**config.mk**
```make
export PLATFORM = sky130hd
export DESIGN_NAME = irq_hist
export DESIGN_NICKNAME = d
export VERILOG_FILES = /design/src/rtl/irq_hist_pkg.sv /design/src/rtl/irq_stamp_tbl.sv /design/src/rtl/irq_ring.sv /design/src/rtl/irq_readout.sv /design/src/rtl/irq_hist.sv
export SDC_FILE = /design/constraint.sdc
export NUM_CORES = 2
export LEC_CHECK = 0
export CORE_MARGIN = 5
export CORE_UTILIZATION = 68
export DETAILED_ROUTE_END_ITERATION = 12
export PLACE_DENSITY_LB_ADDON = 0.25
export SYNTH_ARGS = -nofsm -noshare
export SYNTH_HDL_FRONTEND = slang
export SYNTH_SLANG_ARGS = --single-unit
export TNS_END_PERCENT = 50
```
**constraint.sdc**
```tcl
create_clock -name clk_i -period 16.37 [get_ports clk_i]
set_input_delay 1.637 -clock clk_i [delete_from_list [all_inputs] [get_ports clk_i]]
set_output_delay 1.637 -clock clk_i [all_outputs]
set_load 0.1 [all_outputs]
```
**src/rtl/irq_hist_pkg.sv**
```systemverilog
package irq_hist_pkg;
  localparam int unsigned CYC_W   = 32;
  localparam int unsigned ID_W    = 5;
  localparam int unsigned NUM_IDS = 1 << ID_W;

  typedef struct packed {
    logic [ID_W-1:0]  id;
    logic [CYC_W-1:0] raised;
    logic [CYC_W-1:0] taken;
  } hist_ent_t;
endpackage

```
**src/rtl/irq_stamp_tbl.sv**
```systemverilog
module irq_stamp_tbl
  import irq_hist_pkg::*;
(
  input  logic             clk_i,
  input  logic             rst_ni,
  input  logic             set_i,
  input  logic [ID_W-1:0]  set_id_i,
  input  logic [CYC_W-1:0] cycle_i,
  input  logic [ID_W-1:0]  rd_id_i,
  output logic [CYC_W-1:0] rd_stamp_o
);
  logic [CYC_W-1:0] stamp_q [NUM_IDS];

  for (genvar g = 0; g < NUM_IDS; g++) begin : g_stamp
    always_ff @(posedge clk_i or negedge rst_ni) begin
      if (!rst_ni)                              stamp_q[g] <= '0;
      else if (set_i && set_id_i == ID_W'(g))   stamp_q[g] <= cycle_i;
    end
  end

  // read sees the value before this edge's update
  assign rd_stamp_o = stamp_q[rd_id_i];

  a_r1_stamp_capture: assert property (@(posedge clk_i) disable iff (!rst_ni)
    set_i |=> stamp_q[$past(set_id_i)] == $past(cycle_i));
endmodule

```
**src/rtl/irq_ring.sv**
```systemverilog
module irq_ring
  import irq_hist_pkg::*;
#(
  parameter int unsigned DEPTH = 16,
  localparam int unsigned IDX_W = $clog2(DEPTH)
)(
  input  logic             clk_i,
  input  logic             rst_ni,
  input  logic             wr_i,
  input  hist_ent_t        wr_ent_i,
  output logic [IDX_W-1:0] ptr_o,
  input  logic [IDX_W-1:0] rd_a_addr_i,
  output hist_ent_t        rd_a_o,
  input  logic [IDX_W-1:0] rd_b_addr_i,
  output logic [CYC_W-1:0] rd_b_taken_o
);
  hist_ent_t        mem_q [DEPTH];
  logic [IDX_W-1:0] ptr_q;

  always_ff @(posedge clk_i or negedge rst_ni) begin
    if (!rst_ni)   ptr_q <= '0;
    else if (wr_i) ptr_q <= ptr_q + 1'b1;  // DEPTH is a power of two
  end

  for (genvar g = 0; g < DEPTH; g++) begin : g_slot
    always_ff @(posedge clk_i or negedge rst_ni) begin
      if (!rst_ni)                           mem_q[g] <= '0;
      else if (wr_i && ptr_q == IDX_W'(g))   mem_q[g] <= wr_ent_i;
    end
  end

  assign ptr_o        = ptr_q;
  assign rd_a_o       = mem_q[rd_a_addr_i];
  assign rd_b_taken_o = mem_q[rd_b_addr_i].taken;

  a_r3_ptr_step: assert property (@(posedge clk_i) disable iff (!rst_ni)
    wr_i |=> ptr_q == IDX_W'($past(ptr_q) + 1'b1));
  a_r3_ptr_hold: assert property (@(posedge clk_i) disable iff (!rst_ni)
    !wr_i |=> $stable(ptr_q));
  a_r2_slot_write: assert property (@(posedge clk_i) disable iff (!rst_ni)
    wr_i |=> mem_q[$past(ptr_q)] == $past(wr_ent_i));
endmodule

```
**src/rtl/irq_readout.sv**
```systemverilog
module irq_readout
  import irq_hist_pkg::*;
#(
  parameter int unsigned DEPTH = 16,
  localparam int unsigned IDX_W = $clog2(DEPTH)
)(
  input  logic             clk_i,
  input  logic             rst_ni,
  input  logic [IDX_W-1:0] ptr_i,
  input  logic [IDX_W-1:0] rd_idx_i,
  output logic [IDX_W-1:0] addr_a_o,
  output logic [IDX_W-1:0] addr_b_o,
  input  hist_ent_t        ent_a_i,
  input  logic [CYC_W-1:0] ent_b_taken_i,
  output logic             valid_o,
  output logic [ID_W-1:0]  id_o,
  output logic [CYC_W-1:0] raised_o,
  output logic [CYC_W-1:0] taken_o,
  output logic [CYC_W-1:0] latency_o,
  output logic             delta_vld_o,
  output logic [CYC_W-1:0] delta_o
);
  logic a_vld, d_vld;

  assign addr_a_o = ptr_i - rd_idx_i - 1'b1;
  assign addr_b_o = addr_a_o + 1'b1;          // next newer slot
  assign a_vld    = ent_a_i.taken != '0;
  assign d_vld    = a_vld && rd_idx_i != '0 && ent_b_taken_i != '0;

  always_ff @(posedge clk_i or negedge rst_ni) begin
    if (!rst_ni) begin
      valid_o     <= 1'b0;
      id_o        <= '0;
      raised_o    <= '0;
      taken_o     <= '0;
      latency_o   <= '0;
      delta_vld_o <= 1'b0;
      delta_o     <= '0;
    end else begin
      valid_o     <= a_vld;
      id_o        <= a_vld ? ent_a_i.id : '0;
      raised_o    <= a_vld ? ent_a_i.raised : '0;
      taken_o     <= ent_a_i.taken;
      latency_o   <= a_vld ? ent_a_i.taken - ent_a_i.raised : '0;
      delta_vld_o <= d_vld;
      delta_o     <= d_vld ? ent_b_taken_i - ent_a_i.taken : '0;
    end
  end

  a_r7_newest_no_delta: assert property (@(posedge clk_i) disable iff (!rst_ni)
    rd_idx_i == '0 |=> !delta_vld_o && delta_o == '0);
  a_r5_empty_zero: assert property (@(posedge clk_i) disable iff (!rst_ni)
    !valid_o |-> id_o == '0 && latency_o == '0 && !delta_vld_o);
  a_r9_hold_index: assert property (@(posedge clk_i) disable iff (!rst_ni)
    ($stable(rd_idx_i) && $stable(ptr_i) && $stable(ent_a_i) && $stable(ent_b_taken_i))
      |=> $stable(taken_o));
endmodule

```
**src/rtl/irq_hist.sv**
```systemverilog
module irq_hist
  import irq_hist_pkg::*;
#(
  parameter int unsigned DEPTH = 16,
  parameter int unsigned CNT_W = 16,
  localparam int unsigned IDX_W = $clog2(DEPTH)
)(
  input  logic             clk_i,
  input  logic             rst_ni,
  input  logic [CYC_W-1:0] cycle_i,
  input  logic             raise_i,
  input  logic [ID_W-1:0]  raise_id_i,
  input  logic             take_i,
  input  logic [ID_W-1:0]  take_id_i,
  input  logic             sw_raise_i,
  input  logic [IDX_W-1:0] rd_idx_i,
  output logic             rd_valid_o,
  output logic [ID_W-1:0]  rd_id_o,
  output logic [CYC_W-1:0] rd_raised_o,
  output logic [CYC_W-1:0] rd_taken_o,
  output logic [CYC_W-1:0] rd_latency_o,
  output logic             rd_delta_vld_o,
  output logic [CYC_W-1:0] rd_delta_o,
  output logic [CNT_W-1:0] raised_cnt_o
);
  logic [CYC_W-1:0] stamp;
  hist_ent_t        wr_ent, ent_a;
  logic [IDX_W-1:0] ptr, addr_a, addr_b;
  logic [CYC_W-1:0] ent_b_taken;
  logic [CNT_W-1:0] cnt_q;

  irq_stamp_tbl u_stamp (
    .clk_i, .rst_ni,
    .set_i(raise_i), .set_id_i(raise_id_i), .cycle_i,
    .rd_id_i(take_id_i), .rd_stamp_o(stamp)
  );

  assign wr_ent = '{id: take_id_i, raised: stamp, taken: cycle_i};

  irq_ring #(.DEPTH(DEPTH)) u_ring (
    .clk_i, .rst_ni,
    .wr_i(take_i), .wr_ent_i(wr_ent), .ptr_o(ptr),
    .rd_a_addr_i(addr_a), .rd_a_o(ent_a),
    .rd_b_addr_i(addr_b), .rd_b_taken_o(ent_b_taken)
  );

  irq_readout #(.DEPTH(DEPTH)) u_rd (
    .clk_i, .rst_ni,
    .ptr_i(ptr), .rd_idx_i,
    .addr_a_o(addr_a), .addr_b_o(addr_b),
    .ent_a_i(ent_a), .ent_b_taken_i(ent_b_taken),
    .valid_o(rd_valid_o), .id_o(rd_id_o), .raised_o(rd_raised_o),
    .taken_o(rd_taken_o), .latency_o(rd_latency_o),
    .delta_vld_o(rd_delta_vld_o), .delta_o(rd_delta_o)
  );

  always_ff @(posedge clk_i or negedge rst_ni) begin
    if (!rst_ni) cnt_q <= '0;
    else         cnt_q <= cnt_q + CNT_W'(take_i) + CNT_W'(sw_raise_i);
  end
  assign raised_cnt_o = cnt_q;

  a_r8_count_step: assert property (@(posedge clk_i) disable iff (!rst_ni)
    1'b1 |=> raised_cnt_o == CNT_W'($past(raised_cnt_o) + $past(take_i) + $past(sw_raise_i)));
  a_r8_raise_no_count: assert property (@(posedge clk_i) disable iff (!rst_ni)
    (raise_i && !take_i && !sw_raise_i) |=> $stable(raised_cnt_o));
endmodule

```
==> impl_metrics.toml <==
[yosys]
ys_types = 67
async_reset_ff_share_pct = 100
yosysMostFrequentCell = "dfrtp_1"
synth_edf_count = 0
synth_cells = 7730
synth_top_area_cell = "dfrtp_1"
synth_top_family_by_area = "multiplexers"
ys_seq_elements = 2283
synth-xor-area-share_pct = 0.601
synth_flop_cell = "dfrtp_1"
syn_area_um2 = 108000
yosysSeqAreaShare_pct = 53.1
synth-compound-area-share_pct = 4.11
synth-simple-area-share_pct = 4.72
yosys.area_share.adder_pct = 0.994
synth_mux_area_share_pct = 33.5
synth_top_area_share_pct = 53.1
synth.area.top_cells = "dfrtp_1 53%, mux2_2 17%, mux4_2 15%"
syn_nets = 7864
avgSynthCellArea_um2 = 13.9
synth_common_cells = "2283 x dfrtp_1, 1616 x mux2_2, 726 x mux4_2"
synth.yosys.warnings = 0

[clock_tree]
clk_pin_slew_ns = 0.06
clockRootBuffer = "clkbuf_16"
clk-insertion-delay-late_ns = 0.88
cts_resized = 0
htreeDepth = 4
cts_buffers = 226
clockBufferDepth = 3
postCtsSetupBuffers = 0
hold_buffers = 0
cts_tree = "built"
cts_sinks = 2283

[setup_path]
cp_max_fo = 52
cp_data_required_time_ns = 17.09
criticalPathCategory = "input port to register"
endpoint_kind = "register"
crit_path_start_kind = "input port"
worstPathArrival_ns = 9.57

[grt]
grt_antenna_before_repair = 12
grt_pass1_vias = 71400
grt_max_degree = 199
grt_pass1_wl_um = 449000
globalRouteOverflowTotal = 0
grt_usage_pct = 35.6

[die]
coreArea_um2 = 158000
die_y_um = 408
placementRows = 146
io-pin-count = 202
fp.dieW_um = 408
start_util_pct = 68.1
die_area_um2 = 166000

[timing]
finalHoldViolCount = 0
finalCritPeriodShare_pct = 54.1
fin_skew_ns = 0.0611
setup_slack_ns = 7.52
relSlewSlack_pct = 11.1
fin_hold_ws_ns = 0.471
fmax_mhz = 113
rsz0062_at_grt = "false"
tightest_slew_ns = 1.33
setup_viol = 0
finalCriticalPeriod_ns = 8.85
final_max_slew_viol_count = 0
tns_ns = 0

[finish]
nets = 7769
syn_to_final_growth_pct = 10.4
layout-drive-gt1-share_pct = 37.8
n_fill_cell = 9421

[detailed_routing]
routed_wl_um = 293000
route.detailed.drc = 0
antenna_left = 0
via_per_inst = 6.89
routedWlPerCell_um = 29.6
first_pass_iters = 5
drt_iter0_markers = 7301
vias = 68200

[place]
port_buffers = 201
gp_congestion = 0.925
place_hpwl_um = 173000
dpl_worst_slack_ns = 6.66

[flow_run]
max_cap_violations = 0

[worst_hold_path]
min_path_type = "register to register"

[run_status]
status = "finished, final reports clean"
[final cells by class]
type	count	area [um2]	area share, %
Clock buffer	351	6690	5.63
Timing Repair Buffer	396	3580	3.02
Multi-Input combinational cell	4667	47600	40.1
Inverter	61	229	0.193
Sequential cell	2283	57100	48.1
Tap cell	2072	2590	2.18
Antenna cell	6	15.0	0.0126
Clock inverter	70	878	0.740
[cell families (layout without fill, tap and decap cells)]
logic type                 Yosys count  in the layout
muxes                             2487           2487
DFF                               2283           2283
and+or+nand+nor                   1219           1219
xor gates and xnor gates            72             72
adders and majority gates           83             83
other                                0              6
buffers and inverters              780            878
AOI/OAI and AO/OA                  806            806
[worst max-delay path, stage by stage]
cell and delay [ns]:
clkdlybuf4s50_1 0.53, inv_1 0.15, ha_4 0.14, inv_1 0.04, fa_4 0.75, buf_4 0.58, buf_4 0.69, buf_4 0.78
mux4_2 0.36, nand2_1 0.06, and3_1 0.23, a31oi_1 0.47, ha_1 0.31, fa_1 0.20, nor2b_1 0.07, o31ai_1 0.34
a21oi_1 0.19, and2_1 0.21, o31a_1 0.30, o32ai_1 0.58, o21ai_0 0.28, a311oi_1 0.35, xor2_1 0.18, nor2_1 0.06
[registers in the layout (all words and copies together) (netlist names)]
register / flops
u_rd.latency_o: 32
raised_cnt_o: 16
u_rd.raised_o: 32
u_rd.taken_o: 32
u_rd.delta_o: 32
u_rd.delta_vld_o: 1
u_stamp.stamp_q: 1024
u_ring.mem_q: 1104
u_rd.id_o: 5
u_ring.ptr_o: 4
u_rd.valid_o: 1
[worst paths after layout]
kind / from / end / slack [ns] / depth (start not counted)
max: rd_idx_i[0] / u_rd.latency_o[30]$_DFF_PN0_ / 7.52 / 24
min in group asynchronous: rst_ni / u_ring.mem_q[545]$_DFFE_PN0P_ / 0.72 / 1
max in group asynchronous: rst_ni / u_stamp.stamp_q[758]$_DFFE_PN0P_ / 12.22 / 4
max reg2reg: u_ring.ptr_o[0]$_DFFE_PN0P_ / u_rd.latency_o[30]$_DFF_PN0_ / 8.41 / 22
min reg2reg: raised_cnt_o[15]$_DFF_PN0_ / raised_cnt_o[15]$_DFF_PN0_ / 0.47 / 1
min: raised_cnt_o[15]$_DFF_PN0_ / raised_cnt_o[15]$_DFF_PN0_ / 0.47 / 1
[routing by layer]
metal | share of wire [%] | global-route usage [%]
met5 | 0.0044 | 0
met1 | 39 | 48.7
met2 | 48 | 56.9
met3 | 8.8 | 7.99
met4 | 4.3 | 14.0
[through the flow]
step | instance area (um2) | std cells | utilization (%)
5_1_grt | 119000 | 9902 | 75.2
4_1_cts | 119000 | 9900 | 75.2
3_3_place_gp | 111000 | 9479 | 70.4
3_5_place_dp | 111000 | 9479 | 70.4
6_report | 119000 | 9906 | 75.2
2_1_floorplan | 108000 | 7730 | -
[layout by cell type, fill, tap and decap left out, types with 50 or more instances in the layout]
cell type and instances:
dfrtp_1 2283, mux2_2 1616, mux4_2 726, nand2_1 688, o21ai_0 424, nor2_1 293, a21oi_1 242, clkbuf_16 229
clkdlybuf4s50_1 191, buf_4 189, mux2i_1 144, ha_1 77, clkbuf_1 72, inv_1 61, clkbuf_8 50
Power is left out: the tool's default activity adds up to more than one toggle a clock period on the data nets, which glitch-free logic cannot reach.
